$ cat src/rtl/poly_tab_pkg.sv
package poly_tab_pkg;
   // Variant selector for the step arithmetic
   localparam int unsigned ADD_CHAINED = 0;
   localparam int unsigned ADD_FUSED   = 1;

   // Number of extra sum bits a three-operand adder needs
   localparam int unsigned ADD3_GROWTH = 2;
endpackage

$ cat src/rtl/poly_tab_add2.sv
module poly_tab_add2 #(
   parameter int unsigned W = 32
) (
   input  logic [W-1:0] a,
   input  logic [W-1:0] b,
   output logic [W-1:0] sum,
   output logic         carry
);
   logic [W:0] full;

   always_comb begin
      full  = {1'b0, a} + {1'b0, b};
      sum   = full[W-1:0];
      carry = full[W];
   end
endmodule

$ cat src/rtl/poly_tab_add3.sv
module poly_tab_add3 #(
   parameter int unsigned W = 32
) (
   input  logic [W-1:0] a,
   input  logic [W-1:0] b,
   input  logic [W-1:0] c,
   output logic [W-1:0] sum,
   output logic         carry
);
   import poly_tab_pkg::*;
   localparam int unsigned SW = W + ADD3_GROWTH;
   logic [SW-1:0] full;

   always_comb begin
      full  = {{ADD3_GROWTH{1'b0}}, a} + {{ADD3_GROWTH{1'b0}}, b}
            + {{ADD3_GROWTH{1'b0}}, c};
      sum   = full[W-1:0];
      carry = |full[SW-1:W];
   end
endmodule

$ cat src/rtl/poly_tab_seq.sv
module poly_tab_seq #(
   parameter int unsigned IDX_W = 16
) (
   input  logic             clk,
   input  logic             rst,
   input  logic             load,
   input  logic             step,
   output logic             adv,
   output logic [IDX_W-1:0] idx,
   output logic             valid
);
   always_comb adv = step & valid & ~load;

   always_ff @(posedge clk) begin
      if (rst || load) begin
         idx   <= '0;
         valid <= 1'b0;
      end else begin
         valid <= 1'b1;
         if (adv) idx <= idx + 1'b1;
      end
   end

   AST_VALID_DROP: assert property (@(posedge clk) load |=> !valid);
   AST_VALID_RISE: assert property (@(posedge clk) disable iff (rst)
      (!load) |=> valid);
   AST_IGNORE_INVALID: assert property (@(posedge clk) disable iff (rst)
      (!valid && !load) |=> (idx == $past(idx)));
   AST_IDX_ADVANCE: assert property (@(posedge clk) disable iff (rst)
      (valid && step && !load) |=> (idx == $past(idx) + 1'b1));
endmodule

$ cat src/rtl/poly_tab_core.sv
module poly_tab_core #(
   parameter int unsigned W         = 32,
   parameter logic [W-1:0] INIT_F   = 41,
   parameter logic [W-1:0] INIT_D1  = 0,
   parameter logic [W-1:0] INIT_D2  = 2,
   parameter int unsigned FUSED_ADD = 0
) (
   input  logic         clk,
   input  logic         rst,
   input  logic         load,
   input  logic         adv,
   input  logic [W-1:0] ld_f,
   input  logic [W-1:0] ld_d1,
   input  logic [W-1:0] ld_d2,
   output logic [W-1:0] f_q,
   output logic         ovf_q
);
   import poly_tab_pkg::*;

   logic [W-1:0] d1_q, d2_q;
   logic [W-1:0] d1_nx, f_nx;
   logic         c_d, c_f;

   // New first difference: always a plain two-operand add
   poly_tab_add2 #(.W(W)) u_dadd (
      .a(d1_q), .b(d2_q), .sum(d1_nx), .carry(c_d));

   generate
      if (FUSED_ADD == ADD_FUSED) begin : g_fused
         poly_tab_add3 #(.W(W)) u_fadd (
            .a(f_q), .b(d1_q), .c(d2_q), .sum(f_nx), .carry(c_f));
      end else begin : g_chain
         poly_tab_add2 #(.W(W)) u_fadd (
            .a(f_q), .b(d1_nx), .sum(f_nx), .carry(c_f));
      end
   endgenerate

   always_ff @(posedge clk) begin
      if (rst) begin
         f_q   <= INIT_F;
         d1_q  <= INIT_D1;
         d2_q  <= INIT_D2;
         ovf_q <= 1'b0;
      end else if (load) begin
         f_q   <= ld_f;
         d1_q  <= ld_d1;
         d2_q  <= ld_d2;
         ovf_q <= 1'b0;
      end else if (adv) begin
         f_q   <= f_nx;
         d1_q  <= d1_nx;
         ovf_q <= ovf_q | c_d | c_f;
      end
   end

   AST_LOAD_TAKES: assert property (@(posedge clk) disable iff (rst)
      load |=> (f_q == $past(ld_f)) && !ovf_q);
   AST_HOLD_IDLE: assert property (@(posedge clk) disable iff (rst)
      (!adv && !load) |=> $stable(f_q) && $stable(ovf_q));
   AST_OVF_STICKY: assert property (@(posedge clk) disable iff (rst)
      (ovf_q && !load) |=> ovf_q);
   AST_D2_CONST: assert property (@(posedge clk) disable iff (rst)
      (!load) |=> $stable(d2_q));
endmodule

$ cat src/rtl/poly_tab.sv
module poly_tab #(
   parameter int unsigned WIDTH     = 32,
   parameter int unsigned IDX_W     = 16,
   parameter logic [WIDTH-1:0] INIT_F  = 41,
   parameter logic [WIDTH-1:0] INIT_D1 = 0,
   parameter logic [WIDTH-1:0] INIT_D2 = 2,
   parameter int unsigned FUSED_ADD = 0
) (
   input  logic             clk,
   input  logic             rst,
   input  logic             load,
   input  logic [WIDTH-1:0] load_value,
   input  logic [WIDTH-1:0] load_diff1,
   input  logic [WIDTH-1:0] load_diff2,
   input  logic             step,
   output logic [WIDTH-1:0] value,
   output logic [IDX_W-1:0] index,
   output logic             valid,
   output logic             overflow
);
   generate
      if (WIDTH < 2) begin : g_bad_width
         $error("poly_tab: WIDTH must be at least 2");
      end
      if (IDX_W < 1) begin : g_bad_idx
         $error("poly_tab: IDX_W must be at least 1");
      end
      if (FUSED_ADD > 1) begin : g_bad_mode
         $error("poly_tab: FUSED_ADD must be 0 or 1");
      end
   endgenerate

   logic adv;

   poly_tab_seq #(.IDX_W(IDX_W)) u_seq (
      .clk(clk), .rst(rst), .load(load), .step(step),
      .adv(adv), .idx(index), .valid(valid));

   poly_tab_core #(
      .W(WIDTH), .INIT_F(INIT_F), .INIT_D1(INIT_D1),
      .INIT_D2(INIT_D2), .FUSED_ADD(FUSED_ADD)
   ) u_core (
      .clk(clk), .rst(rst), .load(load), .adv(adv),
      .ld_f(load_value), .ld_d1(load_diff1), .ld_d2(load_diff2),
      .f_q(value), .ovf_q(overflow));

   AST_RESET_STATE: assert property (@(posedge clk)
      rst |=> (index == '0) && !valid && !overflow);
endmodule

$ cat config.mk
export PLATFORM = sky130hd
export DESIGN_NAME = poly_tab
export DESIGN_NICKNAME = d
export VERILOG_FILES = /design/src/rtl/poly_tab_pkg.sv /design/src/rtl/poly_tab_add2.sv /design/src/rtl/poly_tab_add3.sv /design/src/rtl/poly_tab_seq.sv /design/src/rtl/poly_tab_core.sv /design/src/rtl/poly_tab.sv
export SDC_FILE = /design/constraint.sdc
export NUM_CORES = 1
export LEC_CHECK = 0
export BUFFER_PORTS_ARGS = -buffer_cell sky130_fd_sc_hd__buf_2
export CORE_MARGIN = 4
export CORE_UTILIZATION = 30
export DETAILED_ROUTE_END_ITERATION = 10
export GPL_TIMING_DRIVEN = 1
export MAX_ROUTING_LAYER = met4
export SYNTH_ARGS = -nofsm -noshare
export SYNTH_HDL_FRONTEND = slang
export SYNTH_SLANG_ARGS = --single-unit
$ cat constraint.sdc
create_clock -name clk -period 12.9 [get_ports clk]
set_input_delay 1.29 -clock clk [delete_from_list [all_inputs] [get_ports clk]]
set_output_delay 1.29 -clock clk [all_outputs]
set_load 0.01 [all_outputs]
* Word level (Yosys, flattened, before mapping)
Cells that the tools add are included.
** Word-level totals
- RAM bits :: 0
- Output and inout port bits :: 50
- ROM bits :: 0
- Register bits :: 114
- Bits in latches :: 0
- Memories kept :: 0
** Operators by class
- Shift operators :: 0
- Equal/unequal tests :: 0
- Multiply operators :: 0
- Order comparisons :: 0
- Divide/modulo/power cells :: 0
- Add/subtract/negate cells :: 3
- Muxes and demuxes :: 5
- Bitwise gates (word level) :: 5
- Reduce and logical (&&, ||, !) cells :: 3
** Operators with widths (number)
- $mux 32 :: 4
- $add 32x32->33 :: 2
- $add 16x1->16 const B :: 1
- $and 1x1->1 :: 2
- $or 1x1->1 :: 2
- $reduce_bool 2->1 :: 1
- $reduce_or 2->1 :: 1
- $logic_or 1x1->1 :: 1
- $mux 1 :: 1
- $not 1->1 :: 1

* Longest topological paths before layout
Gate-level depths: netlist of the first run.
- Depth in word-level cells :: 4
- Gate-level depth with buffers :: 19
- Gate-level depth less buffers :: 18

* Modules after synthesis
From an unflattened synthesis of the first run, not the netlist that was laid out.
** Second synthesis, totals
- Cell total of the unflattened synthesis :: 1027
- Area, all modules :: 8745.9 sq um
** Modules (own cells, without submodules)
- poly_tab_core :: times used 1, cells an instance 392, seq. area each 1941.9 sq um, area each 4132.7 sq um
- poly_tab_add2 :: times used 2, cells an instance 274, seq. area each 0.0 sq um, area each 1901.8 sq um
- poly_tab_seq :: times used 1, cells an instance 87, seq. area each 340.3 sq um, area each 809.5 sq um

* Worst setup path after synthesis of the first run
OpenSTA, ideal clock, no wires.
- Path kind :: flip-flop to flip-flop
- Start point :: register u_core.d2_q[0]
- End point :: register u_core.f_q[31]
- Setup slack :: 8735 ps
- Library setup time :: 62 ps
- Required time :: 12838 ps
- Cell stages (with the launch flop) :: 19
- Arrival :: 4103 ps
- Path through :: dfxtp_1 ha_1 fa_1 a21o_1 a221oi_2 o32a_2 o21ai_2 a221oi_4 xnor2_1 ha_1 clkbuf_1 nand4_1 nor3_1 o211ai_1 o211ai_1 a221oi_1 o31a_1 or4_1 nand3_1
** On the way
- Longest elaborated chain between the ends :: 4
** RTL lines
- start, declared :: RTL line poly_tab_core.sv:20 : logic [W-1:0] d1_q, d2_q;
- start signal, assigned :: RTL line poly_tab_core.sv:47 : d2_q <= ld_d2;
- $add 32x32->33 (2 in a row) :: RTL line poly_tab_add2.sv:12 : full = {1'b0, a} + {1'b0, b};
- $mux 32 :: RTL line poly_tab_core.sv:49 : end else if (adv) begin
- $mux 32 :: RTL line poly_tab_core.sv:44 : end else if (load) begin
- end signal, assigned :: RTL line poly_tab_core.sv:45 : f_q <= ld_f;
- end signal, assigned :: RTL line poly_tab_core.sv:50 : f_q <= f_nx;
- end, declared :: RTL line poly_tab_core.sv:15 : output logic [W-1:0] f_q,
No other way between the ends. The select of a mux whose other input is x is not followed.
A chain may end at the register's enable or synchronous reset.

* Final worst setup path of the first run
- Start point :: register u_core.d2_q[0]
- End point :: register u_core.f_q[25]
The elaborated chain is that of the path after synthesis.

==> flow_metrics.env, run 1 <==
export IMPL_status="finished clean"
export IMPL_fin_util_pct=36.8
export IMPL_reg2regPathDepth=17
export IMPL_yosys_area_top_type="dfxtp_1"
export IMPL_drtIter0Drc=595
export IMPL_place_hpwl_mm=19.5
export IMPL_clk_path_buf_depth=2
export IMPL_ant_nets=0
export IMPL_syn_to_final_growth_pct=19.3
export IMPL_timing_slew_headroom_pct=39.1
export IMPL_synth_edf_count=0
export IMPL_row_count=59
export IMPL_ys_seq_elements=114
export IMPL_ff2ff_setup_slack_ns=8.04
export IMPL_nNetsFinal=1310
export IMPL_path_cells="ha_1, fa_1, a21o_1, a221oi_2, o32a_2, o21ai_2, a31oi_1, xnor2_1, ha_1, a21o_1, a21o_1, a221oi_1, o21ai_0, a221o_1, a41oi_1, xor2_1, o22ai_1"
export IMPL_syn_nets=1200
export IMPL_worst_setup_path_start_kind="flip-flop"
export IMPL_post_cts_resized=0
export IMPL_root_buffer="clkbuf_16"
export IMPL_synth_seq_area_share_pct=28.2
export IMPL_yosys_most_used_dff="dfxtp_1"
export IMPL_fp_dieW_um=172
export IMPL_crit_type="flip-flop to flip-flop"
export IMPL_postPlaceCellArea_um2=9070
export IMPL_max_freq_ghz=0.206
export IMPL_cts_buffers=17
export IMPL_p_per_area_nw_per_um2=124
export IMPL_synth_async_reset_ratio_pct=0
export IMPL_core_um2=26300
export IMPL_drive_gt1_share_pct=17.5
export IMPL_post_cts_buffers=0
export IMPL_grt_usage_pct=17.8
export IMPL_htree_levels=4
export IMPL_crit_slowest_cell="a221oi_2"
export IMPL_synth_area_top_cells="dfxtp_1 28%, ha_1 11%, a21oi_1 7.5%"
export IMPL_fin_crit_sh_pct=37.6
export IMPL_first_pass_iters=5
export IMPL_rsz0062_at_grt="no"
export IMPL_period_needed_ns=4.86
export IMPL_start_util_pct=30.8
export IMPL_ys_types=60
export IMPL_cts_sinks=114
export IMPL_placedCellCount=1456
export IMPL_num_vias=7868
export IMPL_syn_instance_count=1030
export IMPL_port_buffer_count=149
export IMPL_die_height_um=172
export IMPL_crit_fanout=6
export IMPL_crit_path_frequent_cell="a21o_1"
export IMPL_syn_area_per_cell_um2=7.86
export IMPL_design_area_um2=9660
export IMPL_wl_per_cell_um=17.6
export IMPL_antenna_found_initial=0
export IMPL_clk_pin_slew_worst_paths_ns=0.06
export IMPL_reg2reg_from="u_core.d2_q[0]$_SDFFE_PP0P_"
export IMPL_worstPathRequired_ns=13.18
export IMPL_cp_end_kind="flip-flop"
export IMPL_slowest_delay_ns=0.44
export IMPL_antenna_cells=0
export IMPL_n_fill_cell=2774
export IMPL_hp_class="flip-flop to flip-flop"
export IMPL_hold_viol_final=0
export IMPL_min_to="u_core.d1_q[5]$_SDFFE_PP0P_"
export IMPL_first_global_vias=7650
export IMPL_tightest_slew_ns=0.913
export IMPL_io_pins=150
export IMPL_tns_ns=0
export IMPL_finalMaxSlewViolations=0
export IMPL_leakagePower_nw=4.56
export IMPL_via_per_inst=5.29
export IMPL_hold_start="u_core.d1_q[5]$_SDFFE_PP0P_"
export IMPL_wl_mm=26.2
export IMPL_grt_max_degree=82
export IMPL_synth_most_common_cell="a21oi_1"
export IMPL_gp_congestion=0.916
export IMPL_drv_cap=0
export IMPL_drc=0
export IMPL_hold_depth=2
export IMPL_cts_tree="done"
export IMPL_clock_skew_ns=0.0104
export IMPL_setup_viol=0
export IMPL_grt_pass1_wl_mm=41.2
export IMPL_ir_drop_mv=0.0804
export IMPL_cp_arrival_ns=5.13
export IMPL_hold_buffers=0
export IMPL_globalRouteOverflowTotal=0
export IMPL_syn_cell_area_um2=8100
export IMPL_r2r_end="u_core.f_q[25]$_SDFFE_PP0P_"
export IMPL_ys_warn_count=0
export IMPL_design_die_area_um2=29700
export IMPL_worstSkewPairLatency_ns=0.43
export IMPL_fin_cells=1488
export IMPL_synth_top_cell_area_share_pct=28.2
export IMPL_synth_common_cells="121 x a21oi_1, 114 x dfxtp_1, 113 x nand2_1, 110 x nor2_1, 68 x ha_1"
worst max-delay path, delay by kind of cell, from the launching register on:
kind                       cells  cell delay (ns)
xor gates and xnor gates       2             0.44
DFF                            1             0.31
adders and majority gates      3             1.00
AOI/OAI and AO/OA             12             2.95
area by class of cell:
cell class	count	area, um2	share of cell area, %
multi-input cells	827	5480	56.7
clock buffers	17	425	4.40
flip-flops and latches	114	2280	23.6
well taps	335	419	4.34
clock inverters	15	170	1.76
inverters	26	97.6	1.01
repair buffers	154	786	8.13
layout by cell type (no fill, tap or decap), types with 4 or more instances in the layout:
master / instances
buf_4: 6
ha_1: 68
xor2_1: 29
nand2_1: 112
a221oi_1: 14
a31oi_1: 10
a21o_1: 36
xnor2_1: 39
a2bb2oi_1: 4
o311a_1: 4
nand4_1: 20
a211oi_1: 8
nand2b_1: 9
o31ai_1: 6
and3_1: 20
o21bai_1: 9
dfxtp_1: 114
nor3_1: 13
o211a_1: 4
inv_6: 7
inv_1: 25
nor2_1: 110
o21ai_0: 53
mux2i_1: 39
a21oi_1: 121
o22ai_1: 9
a311oi_1: 5
clkbuf_16: 17
nor2b_1: 4
or3_1: 6
buf_2: 148
o21a_1: 4
nand3_1: 16
and2_1: 4
o211ai_1: 12
where the power goes:
group | switching, W | internal (W) | leakage [nW]
logic | 0.000193 | 0.000129 | 3.34
clock network | 0.000198 | 0.000289 | 0.282
registers | 0.0000164 | 0.000373 | 0.940
registers in the layout, indices dropped and copies added, names as in the netlist:
name and cells:
u_core.d1_q 32, u_core.d2_q 32, u_seq.idx 16, u_core.f_q 32
u_seq.valid 1, u_core.ovf_q 1
kinds of logic after synthesis:
logic type                 Yosys count  synth area share [%]
adders and majority gates           70                  11.0
muxes                               40                  4.96
AOI/OAI and AO/OA                  326                  26.6
and+or+nand+nor                    323                  17.7
buffers and inverters               89                  4.14
DFF                                114                  28.2
xor gates and xnor gates            68                  7.36
through the flow:
stage	power, W	worst slack [ns]	hold WS, ns
2_1_floorplan	0.000626	8.73	0.462
5_1_grt	0.00127	7.71	0.518
6_report	0.00120	8.04	0.488
3_3_place_gp	0.000717	8.24	0.473
4_1_cts	0.00121	8.08	0.491
3_5_place_dp	0.000715	8.18	0.477
worst max-delay path by stage:
stage                                     start                     endpoint  slack (ns)  cells past startpoint
global placement                            rst  u_core.f_q[31]$_SDFFE_PP0P_        8.24                      9
global route        u_core.d2_q[0]$_SDFFE_PP0P_  u_core.f_q[25]$_SDFFE_PP0P_        7.71                     17
finish              u_core.d2_q[0]$_SDFFE_PP0P_  u_core.f_q[25]$_SDFFE_PP0P_        8.04                     17
floorplan           u_core.d2_q[0]$_SDFFE_PP0P_  u_core.f_q[31]$_SDFFE_PP0P_        8.73                     18
detailed placement  u_core.d2_q[0]$_SDFFE_PP0P_  u_core.f_q[25]$_SDFFE_PP0P_        8.18                     17
CTS                 u_core.d2_q[0]$_SDFFE_PP0P_  u_core.f_q[25]$_SDFFE_PP0P_        8.08                     17
routing by layer:
layer	GRT usage [%]	up-vias	wire length [um]
met3	3.25	26	1350
met2	27.4	235	11600
li1	-	3956	-
met4	4.03	0	335
met1	24.6	3651	12800
met5	-	-	0
Note: power is estimated with default switching activity, not from simulation.
==> run 2, diff against run 1 <==
==> constraint.sdc (replaced) <==
create_clock -name clk -period 3.96 [get_ports clk]
set_input_delay 0.396 -clock clk [delete_from_list [all_inputs] [get_ports clk]]
set_output_delay 0.396 -clock clk [all_outputs]
set_load 0.01 [all_outputs]
==> run 2 against run 1 <==
Against the previous run: the run now ends with setup timing left; routed wire length rose by 7.2%; sequential cell count unchanged; register-to-register slack lost 8.2 ns; maximum frequency rose by 19%; sequential share of layout area is 3.3 points lower; total power increased to 3.7 times the previous value; via count rose by 8.0%; critical path depth up 4.
==> flow_metrics.env, run 2 (synthesis results as in run 1) <==
export IMPL_leakagePower_nw=5.40
export IMPL_top_regs="u_core.d1_q (32), u_core.d2_q (32), u_core.f_q (32)"
export IMPL_crit_slowest_cell="fa_2"
export IMPL_finalMaxSlewViolations=0
export IMPL_antenna_found_initial=1
export IMPL_drc=0
export IMPL_ff2ff_setup_slack_ns=-0.13
export IMPL_row_count=59
export IMPL_max_freq_ghz=0.245
export IMPL_first_pass_iters=5
export IMPL_first_global_vias=8173
export IMPL_rsz0062_at_grt="yes"
export IMPL_wl_per_cell_um=17.4
export IMPL_globalRouteOverflowTotal=0
export IMPL_final_common_cell="buf_2"
export IMPL_htree_levels=4
export IMPL_ant_nets=0
export IMPL_start_util_pct=30.8
export IMPL_grt_usage_pct=19.0
export IMPL_port_buffer_count=149
export IMPL_crit_type="flip-flop to flip-flop"
export IMPL_drive_gt1_share_pct=32.2
export IMPL_cts_buffers=17
export IMPL_clk_path_buf_depth=2
export IMPL_drv_cap=0
export IMPL_core_um2=26300
export IMPL_tightest_slew_ns=0.931
export IMPL_timing_slew_headroom_pct=37.9
export IMPL_violations="setup timing"
export IMPL_syn_to_final_growth_pct=39.1
export IMPL_cp_arrival_ns=4.39
export IMPL_worstSkewPairLatency_ns=0.42
export IMPL_multiInputGateArea_um2=6060
export IMPL_p_per_area_nw_per_um2=397
export IMPL_seqCellArea_um2=2280
export IMPL_slowest_delay_ns=0.34
export IMPL_fp_dieW_um=172
export IMPL_grt_max_degree=81
export IMPL_path_delay_family="compound AO/OA/AOI/OAI gates"
export IMPL_io_pins=150
export IMPL_clk_pin_slew_worst_paths_ns=0.06
export IMPL_period_needed_ns=4.09
export IMPL_fin_crit_sh_pct=103
export IMPL_via_per_inst=5.26
export IMPL_num_vias=8494
export IMPL_cp_end_kind="flip-flop"
export IMPL_hold_ws_ns=0.196
export IMPL_nNetsFinal=1435
export IMPL_final_cell_mix="148 x buf_2, 125 x buf_4, 112 x dfxtp_1"
export IMPL_crit_path_frequent_cell="buf_4"
export IMPL_crit_buf_inv=4
export IMPL_timing_final_ws_setup_ns=-0.125
export IMPL_cts_sinks=114
export IMPL_grtUsageMet1_pct=25.1
export IMPL_status="complete, but fails checks"
export IMPL_tns_ns=-0.343
export IMPL_die_height_um=172
export IMPL_cts_tree="done"
export IMPL_drtIter0Drc=576
export IMPL_hp_class="input port to flip-flop"
export IMPL_clock_skew_ns=0.0103
export IMPL_root_buffer="clkbuf_16"
export IMPL_setup_viol=6
export IMPL_n_fill_cell=2593
export IMPL_ir_drop_mv=0.325
export IMPL_grt_pass1_wl_mm=43.5
export IMPL_hold_viol_final=0
export IMPL_worst_setup_path_start_kind="flip-flop"
export IMPL_design_die_area_um2=29700
export IMPL_wl_mm=28.0
export IMPL_gp_congestion=0.921
export IMPL_path_cells="ha_4, fa_2, a21o_1, a221oi_4, o32a_4, buf_4, o21ai_2, a21o_1, buf_6, xnor2_4, ha_4, nand4_1, nor3_2, o211ai_1, o211ai_1, a221oi_2, o31a_1, buf_4, buf_4, nand4_1, nand3_1"
export IMPL_grtUsageMet2_pct=29.3
export IMPL_busiest_layer="met2"
export IMPL_worstPathRequired_ns=4.27
export IMPL_place_hpwl_mm=20.4
export IMPL_grt_met3_usage_pct=3.41
export IMPL_crit_fanout=2
[run 2: worst register-to-register path, stage by stage, from the launching register on]
cell,delay [ns]
dfxtp_2,0.33
ha_4,0.16
fa_2,0.34
a21o_1,0.20
a221oi_4,0.26
o32a_4,0.24
buf_4,0.11
o21ai_2,0.06
a21o_1,0.20
buf_6,0.14
xnor2_4,0.14
ha_4,0.28
nand4_1,0.16
nor3_2,0.20
o211ai_1,0.11
o211ai_1,0.20
a221oi_2,0.12
o31a_1,0.29
buf_4,0.15
buf_4,0.12
nand4_1,0.09
nand3_1,0.08
[run 2: area by class of cell]
type                    count  share of cell area, %
clock buffers              23                   4.24
diodes                      1                 0.0222
flip-flops and latches    114                   20.3
well taps                 335                   3.72
multi-input cells         827                   53.8
clock inverters             9                   1.57
inverters                  26                  0.866
repair buffers            279                   15.5
[run 2: worst paths after layout]
check                               from                     endpoint  cells after the start
max          u_core.d2_q[0]$_SDFFE_PP0P_  u_core.f_q[31]$_SDFFE_PP0P_                     21
max reg2reg  u_core.d2_q[0]$_SDFFE_PP0P_  u_core.f_q[31]$_SDFFE_PP0P_                     21
min reg2reg  u_core.d1_q[5]$_SDFFE_PP0P_  u_core.d1_q[5]$_SDFFE_PP0P_                      2
min                       load_value[19]  u_core.f_q[19]$_SDFFE_PP0P_                      2
[run 2: stage by stage]
step / area, um2 / utilization (%) / std cells / total power, W / worst slack [ns]
floorplan: 8120 / - / 1030 / 0.00205 / 0.000469
detailed placement: 9850 / 37.5 / 1558 / 0.00251 / -0.378
CTS: 10800 / 41.3 / 1604 / 0.00437 / -0.185
finish: 11300 / 42.9 / 1614 / 0.00447 / -0.125
global placement: 9850 / 37.5 / 1558 / 0.00251 / -0.271
global route: 11300 / 42.9 / 1614 / 0.00471 / -0.278
[run 2: what timing repair did]
item | in CTS | in global routing
setup endpoints to repair | 17 | 19
setup buffers | 15 | 9
hold buffers | 0 | 0
gates resized for setup | 58 | 63
pin swaps | 58 | 55
[run 2: routing by layer]
metal	vias to the layer above	wire (um)
li1	4213	-
met1	3984	12800
met2	247	13100
met3	50	1500
met4	0	611
met5	-	0
[run 2: where the power goes]
| part | switching, W | internal [W] | leakage (nW) |
|---|---|---|---|
| Clock | 0.000580 | 0.00117 | 0.317 |
| Sequential | 0.0000598 | 0.00122 | 0.941 |
| Combinational | 0.000766 | 0.000683 | 4.14 |
